$ cat src/rtl/wdog_pkg.sv
package wdog_pkg;
  localparam int STAGES  = 5;
  localparam int SKIP_W  = 3;
  localparam int FIELD_W = 4;
  localparam int ADDR_W  = 5;
  localparam int DATA_W  = 32;

  localparam logic [ADDR_W-1:0] A_SETUP = 5'h00;
  localparam logic [ADDR_W-1:0] A_STAT  = 5'h04;
  localparam logic [ADDR_W-1:0] A_CMD   = 5'h08;
  localparam logic [ADDR_W-1:0] A_KEY   = 5'h0C;
  localparam logic [ADDR_W-1:0] A_SKIP  = 5'h10;

  localparam logic [15:0]       KEY_VAL    = 16'hC45A;
  localparam logic [DATA_W-1:0] SETUP_RST  = 32'h0070_0000;
  localparam logic [DATA_W-1:0] SETUP_MASK = 32'h0271_F01F;

  localparam int B_PERIODIC = 4;
  localparam int B_EN_LSB   = 12;
  localparam int B_THR_LSB  = 20;
  localparam int B_NOFREEZE = 25;
endpackage

$ cat src/rtl/wdog_regs.sv
module wdog_regs
  import wdog_pkg::*;
(
  input  logic                        clk,
  input  logic                        rst_n,
  input  logic                        wr_en,
  input  logic [ADDR_W-1:0]           wr_addr,
  input  logic [DATA_W-1:0]           wr_data,
  output logic [DATA_W-1:0]           setup_q,
  output logic [STAGES*FIELD_W-1:0]   skip_q,
  output logic                        start_p,
  output logic                        stop_p
);
  localparam int SKW = STAGES * FIELD_W;

  function automatic logic [SKW-1:0] skip_mask();
    logic [SKW-1:0] m;
    m = '0;
    for (int s = 0; s < STAGES; s++) m[s*FIELD_W +: SKIP_W] = '1;
    return m;
  endfunction

  localparam logic [SKW-1:0] SKMASK = skip_mask();

  logic keyed;
  logic locked;

  assign locked  = setup_q[B_EN_LSB];
  assign start_p = wr_en && (wr_addr == A_CMD) && wr_data[0];
  assign stop_p  = wr_en && (wr_addr == A_CMD) && wr_data[1] && keyed;

  always_ff @(posedge clk or negedge rst_n) begin
    if (!rst_n) begin
      setup_q <= SETUP_RST;
      skip_q  <= '0;
      keyed   <= 1'b0;
    end else if (wr_en) begin
      keyed <= (wr_addr == A_KEY) && (wr_data[15:0] == KEY_VAL);
      if (wr_addr == A_SETUP && !locked) setup_q <= wr_data & SETUP_MASK;
      if (wr_addr == A_SKIP) skip_q <= wr_data[SKW-1:0] & SKMASK;
    end
  end


  setup_locked_chk: assert property (@(posedge clk) disable iff (!rst_n)
    locked |=> $stable(setup_q));
endmodule

$ cat src/rtl/wdog_tick_sel.sv
module wdog_tick_sel #(
  parameter int NUM_TMR = 16,
  localparam int SEL_W  = (NUM_TMR > 1) ? $clog2(NUM_TMR) : 1
) (
  input  logic [NUM_TMR-1:0] tick_i,
  input  logic [3:0]         sel,
  input  logic               dbg_halt_i,
  input  logic               no_freeze,
  output logic               tick
);
  logic picked;
  always_comb begin
    picked = 1'b0;
    for (int t = 0; t < NUM_TMR; t++)
      if (sel == 4'(t)) picked = tick_i[t];
  end
  assign tick = picked && !(dbg_halt_i && !no_freeze);
endmodule

$ cat src/rtl/wdog_level.sv
module wdog_level
  import wdog_pkg::*;
#(
  localparam int LVL_W = $clog2(STAGES + 1)
) (
  input  logic                       clk,
  input  logic                       rst_n,
  input  logic                       tick,
  input  logic                       start_p,
  input  logic                       stop_p,
  input  logic                       periodic,
  input  logic [STAGES-1:0]          en,
  input  logic [STAGES*FIELD_W-1:0]  skip,
  output logic [LVL_W-1:0]           level,
  output logic                       running,
  output logic                       pending,
  output logic [STAGES-1:0]          act
);
  localparam int NW = LVL_W + SKIP_W + 1;

  logic [SKIP_W-1:0] cur_skip;
  logic              cur_en;
  logic [NW-1:0]     sum;
  logic [LVL_W-1:0]  nxt;
  logic              advance;

  always_comb begin
    cur_skip = '0;
    cur_en   = 1'b0;
    for (int s = 0; s < STAGES; s++)
      if (level == LVL_W'(s)) begin
        cur_skip = skip[s*FIELD_W +: SKIP_W];
        cur_en   = en[s];
      end
    sum = NW'(level) + NW'(1) + NW'(cur_skip);
    nxt = (sum > NW'(STAGES)) ? LVL_W'(STAGES) : sum[LVL_W-1:0];
  end

  assign advance = running && tick && (level < LVL_W'(STAGES));

  always_ff @(posedge clk or negedge rst_n) begin
    if (!rst_n) begin
      level   <= '0;
      running <= 1'b0;
      pending <= 1'b0;
      act     <= '0;
    end else begin
      act <= '0;
      if (start_p) begin
        level   <= '0;
        running <= 1'b1;
        pending <= 1'b0;
      end else if (stop_p) begin
        running <= 1'b0;
      end else if (advance) begin
        level <= nxt;
        for (int s = 0; s < STAGES; s++)
          if (level == LVL_W'(s)) act[s] <= cur_en;
        if (level == '0 && cur_en) pending <= 1'b1;
        if (!periodic) running <= 1'b0;
      end
    end
  end


  act_onehot_chk: assert property (@(posedge clk) disable iff (!rst_n)
    $onehot0(act));

  start_clears_chk: assert property (@(posedge clk) disable iff (!rst_n)
    start_p |=> (level == '0 && running && !pending));

  lvl_mono_chk: assert property (@(posedge clk) disable iff (!rst_n)
    !start_p |=> level >= $past(level));

  top_stable_chk: assert property (@(posedge clk) disable iff (!rst_n)
    (level == LVL_W'(STAGES) && !start_p) |=> (level == LVL_W'(STAGES) && act == '0));
endmodule

$ cat src/rtl/wdog_escalator.sv
module wdog_escalator
  import wdog_pkg::*;
#(
  parameter int NUM_TMR = 16
) (
  input  logic                clk,
  input  logic                rst_n,
  input  logic                wr_en,
  input  logic [ADDR_W-1:0]   wr_addr,
  input  logic [DATA_W-1:0]   wr_data,
  input  logic [ADDR_W-1:0]   rd_addr,
  output logic [DATA_W-1:0]   rd_data,
  input  logic [NUM_TMR-1:0]  tick_i,
  input  logic                dbg_halt_i,
  output logic [STAGES-1:0]   act_o,
  output logic                err_o
);
  localparam int LVL_W = $clog2(STAGES + 1);

  logic [DATA_W-1:0]         setup_q;
  logic [STAGES*FIELD_W-1:0] skip_q;
  logic                      start_p, stop_p, tick;
  logic [LVL_W-1:0]          level;
  logic                      running, pending;
  logic [2:0]                thr;

  wdog_regs u_regs (
    .clk(clk), .rst_n(rst_n), .wr_en(wr_en), .wr_addr(wr_addr),
    .wr_data(wr_data), .setup_q(setup_q), .skip_q(skip_q),
    .start_p(start_p), .stop_p(stop_p)
  );

  wdog_tick_sel #(.NUM_TMR(NUM_TMR)) u_sel (
    .tick_i(tick_i), .sel(setup_q[3:0]), .dbg_halt_i(dbg_halt_i),
    .no_freeze(setup_q[B_NOFREEZE]), .tick(tick)
  );

  wdog_level u_lvl (
    .clk(clk), .rst_n(rst_n), .tick(tick), .start_p(start_p),
    .stop_p(stop_p), .periodic(setup_q[B_PERIODIC]),
    .en(setup_q[B_EN_LSB +: STAGES]), .skip(skip_q),
    .level(level), .running(running), .pending(pending), .act(act_o)
  );

  assign thr   = setup_q[B_THR_LSB +: 3];
  assign err_o = (3'(level) >= thr);

  always_comb begin
    rd_data = '0;
    case (rd_addr)
      A_SETUP: rd_data = setup_q;
      A_STAT: begin
        rd_data[0]   = running;
        rd_data[1]   = pending;
        rd_data[6:4] = 3'(level);
      end
      A_SKIP:  rd_data[STAGES*FIELD_W-1:0] = skip_q;
      default: rd_data = '0;
    endcase
  end


  stop_halts_chk: assert property (@(posedge clk) disable iff (!rst_n)
    (stop_p && !start_p) |=> !running);
endmodule

$ cat config.mk
export PLATFORM = sky130hd
export DESIGN_NAME = wdog_escalator
export DESIGN_NICKNAME = d
export VERILOG_FILES = /design/src/rtl/wdog_pkg.sv /design/src/rtl/wdog_regs.sv /design/src/rtl/wdog_tick_sel.sv /design/src/rtl/wdog_level.sv /design/src/rtl/wdog_escalator.sv
export SDC_FILE = /design/constraint.sdc
export NUM_CORES = 1
export LEC_CHECK = 0
export BUFFER_PORTS_ARGS = -buffer_cell sky130_fd_sc_hd__buf_4
export CAP_MARGIN = 0
export CORE_MARGIN = 4
export CORE_UTILIZATION = 40
export CTS_CLUSTER_DIAMETER = 40
export DETAILED_ROUTE_END_ITERATION = 10
export PLACE_DENSITY = 0.67
export SLEW_MARGIN = 40
export SYNTH_ARGS = -nofsm -noshare
export SYNTH_HDL_FRONTEND = slang
export SYNTH_SLANG_ARGS = --single-unit
$ cat constraint.sdc
create_clock -name clk -period 5 [get_ports clk]
set_clock_uncertainty 0.05 [all_clocks]
set_input_delay 0 -clock clk [delete_from_list [all_inputs] [get_ports clk]]
set_output_delay 0 -clock clk [all_outputs]
set_load 0.05 [all_outputs]
Yosys cells after proc, flatten, opt, wreduce, memory -nomap -nowiden. Index checks and enable logic that the tools add are counted. W data, S select, Z words.

Order comparisons: 3. Shifts and indexed selects: 0. Div/mod/pow operators: 0. Reduce and logical (&&, ||, !) cells: 26. Multiplexer cells: 51. Equality and inequality tests: 27. Add/subtract/negate cells: 2. Bitwise operators: 0. Multipliers: 0.

Operators with widths (count): $mux W1 (34); $eq A4 B4 Y1 const B (8); $mux W3 (9); $pmux W12 S2 (1); $eq A16 B16 Y1 const B (1); $eq A4 B3 Y1 const B (4); $mux W5 (3); $logic_and A1 B1 Y1 (11); $eq A5 B4 Y1 const B (2); $eq A5 B5 Y1 const B (2); $logic_not A5 Y1 (2); $pmux W3 S3 (1); $eq A4 B2 Y1 const B (2); $reduce_and A2 Y1 (4); $add A7 B3 Y7 (1); $gt A7 B3 Y1 const B (1); $eq A3 B2 Y1 const B (2); $mux W6 (1); $pmux W2 S3 (1); $eq A5 B3 Y1 const B (1); $add A3 B1 Y4 const B (1); $eq A4 B1 Y1 const B (1); $logic_not A4 Y1 (1); $pmux W2 S2 (1); other kinds (11) (14).

Memories: 0. Bits in latches: 0. RAM bits: 0. Memory bits (read-only): 0. Register bits: 40.

Longest topological paths before layout.
Depth after elaboration: 23. Depth in mapped cells: 14.

Modules after synthesis. A second synthesis with hierarchy kept.

Cell total of the unflattened synthesis: 285. Area total of the unflattened synthesis: 2962.8 um^2.

By module, submodules not included: wdog_regs (cells an instance 102, area each 1453.9 um^2, times used 1); wdog_level (cells an instance 100, area each 838.3 um^2, times used 1); wdog_escalator (cells an instance 58, area each 456.7 um^2, times used 1); wdog_tick_sel (cells an instance 25, area each 214.0 um^2, times used 1).

Worst setup path before layout. No wires, ideal clock.

Path kind: register -> register. Start point: reg u_lvl.level[1]. End point: reg u_lvl.level[1]. Stages on the path, launching flop included: 14. Library setup time: 80 ps. Arrival time: 2830 ps. Slack: 2040 ps. Clock period less this slack: 2960 ps. Cell sequence: dfrtp_1 ha_1 ha_1 clkbuf_1 nor2b_1 a22oi_1 o21ai_0 ha_1 inv_1 fa_1 nand3b_1 a211o_1 or3_1 mux2i_1.

Cells in the longest elaborated chain, start to end: 12. Elaborated cells between the ends (all ways): 21.

Ends and longest elaborated chain: start, declared (line wdog_level.sv:14) `output logic [LVL_W-1:0] level,`; start signal, assigned (line wdog_level.sv:56) `level <= nxt;`; $logic_not A3 Y1 (line wdog_level.sv:31) `if (level == LVL_W'(s)) begin`; $mux W3 (5 in a row) (line wdog_level.sv:31); $add A7 B3 Y7 (line wdog_level.sv:35) `sum = NW'(level) + NW'(1) + NW'(cur_skip);`; $gt A7 B3 Y1 (line wdog_level.sv:36) `nxt = (sum > NW'(STAGES)) ? LVL_W'(STAGES) : sum[LVL_W-1:0];`; $mux W3 (line wdog_level.sv:36); $mux W3 (line wdog_level.sv:55) `end else if (advance) begin`; $mux W3 (line wdog_level.sv:53) `end else if (stop_p) begin`; $mux W3 (line wdog_level.sv:49) `if (start_p) begin`.

Several ways; a longest one is shown, not always the timed one. The select of a mux whose other input is x is not followed. A chain may end at the register's enable or synchronous reset.

Worst setup path after layout.
Start point: reg u_lvl.level[1]. End point: reg u_lvl.level[0].

Same word-level chain as after synthesis.

==> impl_metrics.tcl <==
set metrics [dict create \
    routed.top_layer "met4" \
    p_clk_share_pct 19.7 \
    min_period_ps 3280 \
    rr_startpoint "u_lvl.level[1]$_DFFE_PN0P_" \
    irDropWorstVdd_v 0.000149 \
    tightest_slew_ps 763 \
    p_comb_share_pct 45.1 \
    end_kind "flip-flop" \
    dp.cells 401 \
    die_x_um 89.6 \
    ys_types 54 \
    dpl.hpwl_mm 5.30 \
    fin_util_pct 56.4 \
    synth-seq-cells 40 \
    rr_worst_depth 13 \
    critPathKind "reg2reg" \
    antenna_found_initial 0 \
    syn_area_um2 2670 \
    outcome "complete, no violations" \
    insertion_delay_ps 300 \
    crit_fanout 9 \
    seq_power_share_pct 35.2 \
    start_util_pct 41.5 \
    critPathLaunchType "flip-flop" \
    io_buffers 79 \
    antenna_cells 0 \
    grt_pass1_vias 2300 \
    first_iter_violations 82 \
    yosysMostFrequentCell "dfrtp_1" \
    grt_overflow 0 \
    setup_viol 0 \
    post-route-period-util_pct 65.6 \
    avgViaCountPerCell 5.33 \
    power_density_nw_per_um2 371 \
    synth_top_cell_area_share_pct 34.7 \
    syn_area_per_cell_um2 10.4 \
    die_y_um 89.6 \
    fmax_ghz 0.305 \
    hold_path.class "in2reg" \
    hold_depth 3 \
    slew_viol_final 0 \
    clock-sinks 40 \
    cts-root-buf "clkbuf_8" \
    num_rows 29 \
    p_int_mw 0.829 \
    power.total_mw 1.34 \
    ioPinCount 100 \
    power.switching_mw 0.515 \
    netlist_top_cells_area "dfrtp_1, mux2_1, mux2i_1, ha_1, buf_4" \
    numCtsBuffers 5 \
    yosysTopAreaCell "dfrtp_1" \
    clkTransAtPathRegs_ps 80 \
    gp_congestion 0.793 \
    drc_errors 0 \
    final_layout_size_suffix_gt1_share_pct 30.9 \
    hold_violations 0 \
    wl_met1_mm 3.21 \
    syn_to_final_growth_pct 35.8 \
    critPathLaunch "u_lvl.level[1]$_DFFE_PN0P_" \
    async_flop_share_pct 100 \
    wl_per_cell_um 16.2 \
    cts_tree "built" \
    slew_headroom_pct 49.0 \
    grt.total_usage_pct 18.5 \
    synth-edff-count 0 \
    clockBufferDepth 2 \
    wl_met3_um 382 \
    stdcell_count 433 \
    grt_pass1_wl_mm 11.3 \
    met2WireLength_mm 3.37 \
    via_count 2307 \
    p_sw_share_pct 38.3 \
    htree_levels 2 \
    finalNetCount 429 \
    coreArea_um2 6420 \
    netlist_top_cells_count "dfrtp_1, mux2_1, mux2i_1, nand2_1" \
    final.setup.tns_ps 0 \
    cp.required_ps 5120 \
    drt_wl_total_mm 7.03 \
    hold_start "wr_addr[3]" \
    arrival_ps 3400 \
    synth_top_flop_cell "dfrtp_1" \
    ys_seq_area_share_pct 37.7 \
    drt_pass1_iterations 4 \
    p_leak_nw 1.76 \
    grt_max_degree 41 \
    postSynthCellCount 257 \
    post_cts_buffers 0 \
    maxCapViolCount 0 \
    rsz0062_at_grt "no" \
    ys_warn_count 0 \
    postRouteAntennaNets 0 \
    die_area_um2 8040 \
]
## cell usage in the layout (no fill, tap or decap), drive strengths merged, types with 4 or more instances in the layout
master        n
a21oi         5
a221oi        5
and2          5
and3          7
buf          81
clkbuf        5
conb         11
dfrtp        37
dlygate4sd3  23
ha           11
inv          12
mux2         27
mux2i        17
nand2        16
nand2b        5
nand3         4
nor2         11
nor2b         7
nor3          6
nor4b         5
o21ai        11
## state kept, by name, indices dropped and copies added, names as in the netlist
register / cells
u_lvl.act: 5
u_lvl.level: 3
u_lvl.pending: 1
u_lvl.running: 1
u_regs.keyed: 1
u_regs.setup_q: 14
u_regs.skip_q: 15
## routing by layer
metal,GRT usage (%),vias to the layer above
li1,-,1110
met1,23.5,1124
met2,32.2,66
met3,3.83,7
met4,4.47,0
met5,0,-
## worst max-delay path, stage by stage, from the launching register on
cell and delay, ps:
dfrtp_1 480, inv_1 110, ha_1 330, nor2b_1 90, a221oi_1 280, a211o_1 150, a21oi_1 80, a221o_1 280
ha_1 280, a21oi_1 80, nor2b_1 150, mux2_2 350, o41ai_1 330, mux2i_1 120
## power by group through the flow
stage | logic [mW] | registers (mW) | clock network, mW
final | 0.606 | 0.473 | 0.265
after global routing | 0.671 | 0.483 | 0.289
after CTS | 0.608 | 0.472 | 0.276
after detailed placement | 0.585 | 0.479 | 0
after global placement | 0.572 | 0.477 | 0
after floorplan | 0.472 | 0.443 | 0
## final cells by class
cell class,instances,area [um2]
fillers,579,2800
multi-input cells,192,1520
flip-flops and latches,40,1000
repair buffers,104,842
well taps,77,96.3
clock buffers,5,68.8
inverters,12,45.0
clock inverters,3,42.5
## through the flow
stage	hold slack (ps)	setup WS (ps)	instance area, um2
floorplan	-346	2040	2700
global placement	-44.1	1800	3260
detailed placement	-43.3	1730	3260
CTS	19.6	1690	3600
global route	11.6	1460	3620
finish	5.70	1720	3620
## final timing paths
check                                                      end  slack, ps
worst max-delay path                u_lvl.level[0]$_DFFE_PN0P_       1720
worst min-delay path            u_regs.setup_q[14]$_DFFE_PN0P_          6
worst max register to register      u_lvl.level[0]$_DFFE_PN0P_       1720
worst min register to register  u_regs.setup_q[21]$_DFFE_PN1P_        470
max in group asynchronous       u_regs.setup_q[22]$_DFFE_PN1P_       4360
min in group asynchronous             u_regs.keyed$_DFFE_PN0P_        160
## repair_timing
item,CTS,global route
hold buffers,23,0
endpoints found under the hold margin,70,0
resized for setup,0,0
## logic make-up (layout without fill, tap and decap cells)
| logic type | after synthesis | in the layout | share of synthesized area, % |
|---|---|---|---|
| fa+ha+maj | 12 | 12 | 5.91 |
| mux | 45 | 45 | 18.6 |
| xor+xnor | 1 | 1 | 0.329 |
| compound gates | 38 | 38 | 9.95 |
| simple gates | 85 | 85 | 20.4 |
| other cells | 1 | 11 | 0.141 |
| buf+inv | 35 | 124 | 6.94 |
| flops | 40 | 40 | 37.7 |
Power figures use the tool's default switching activity.
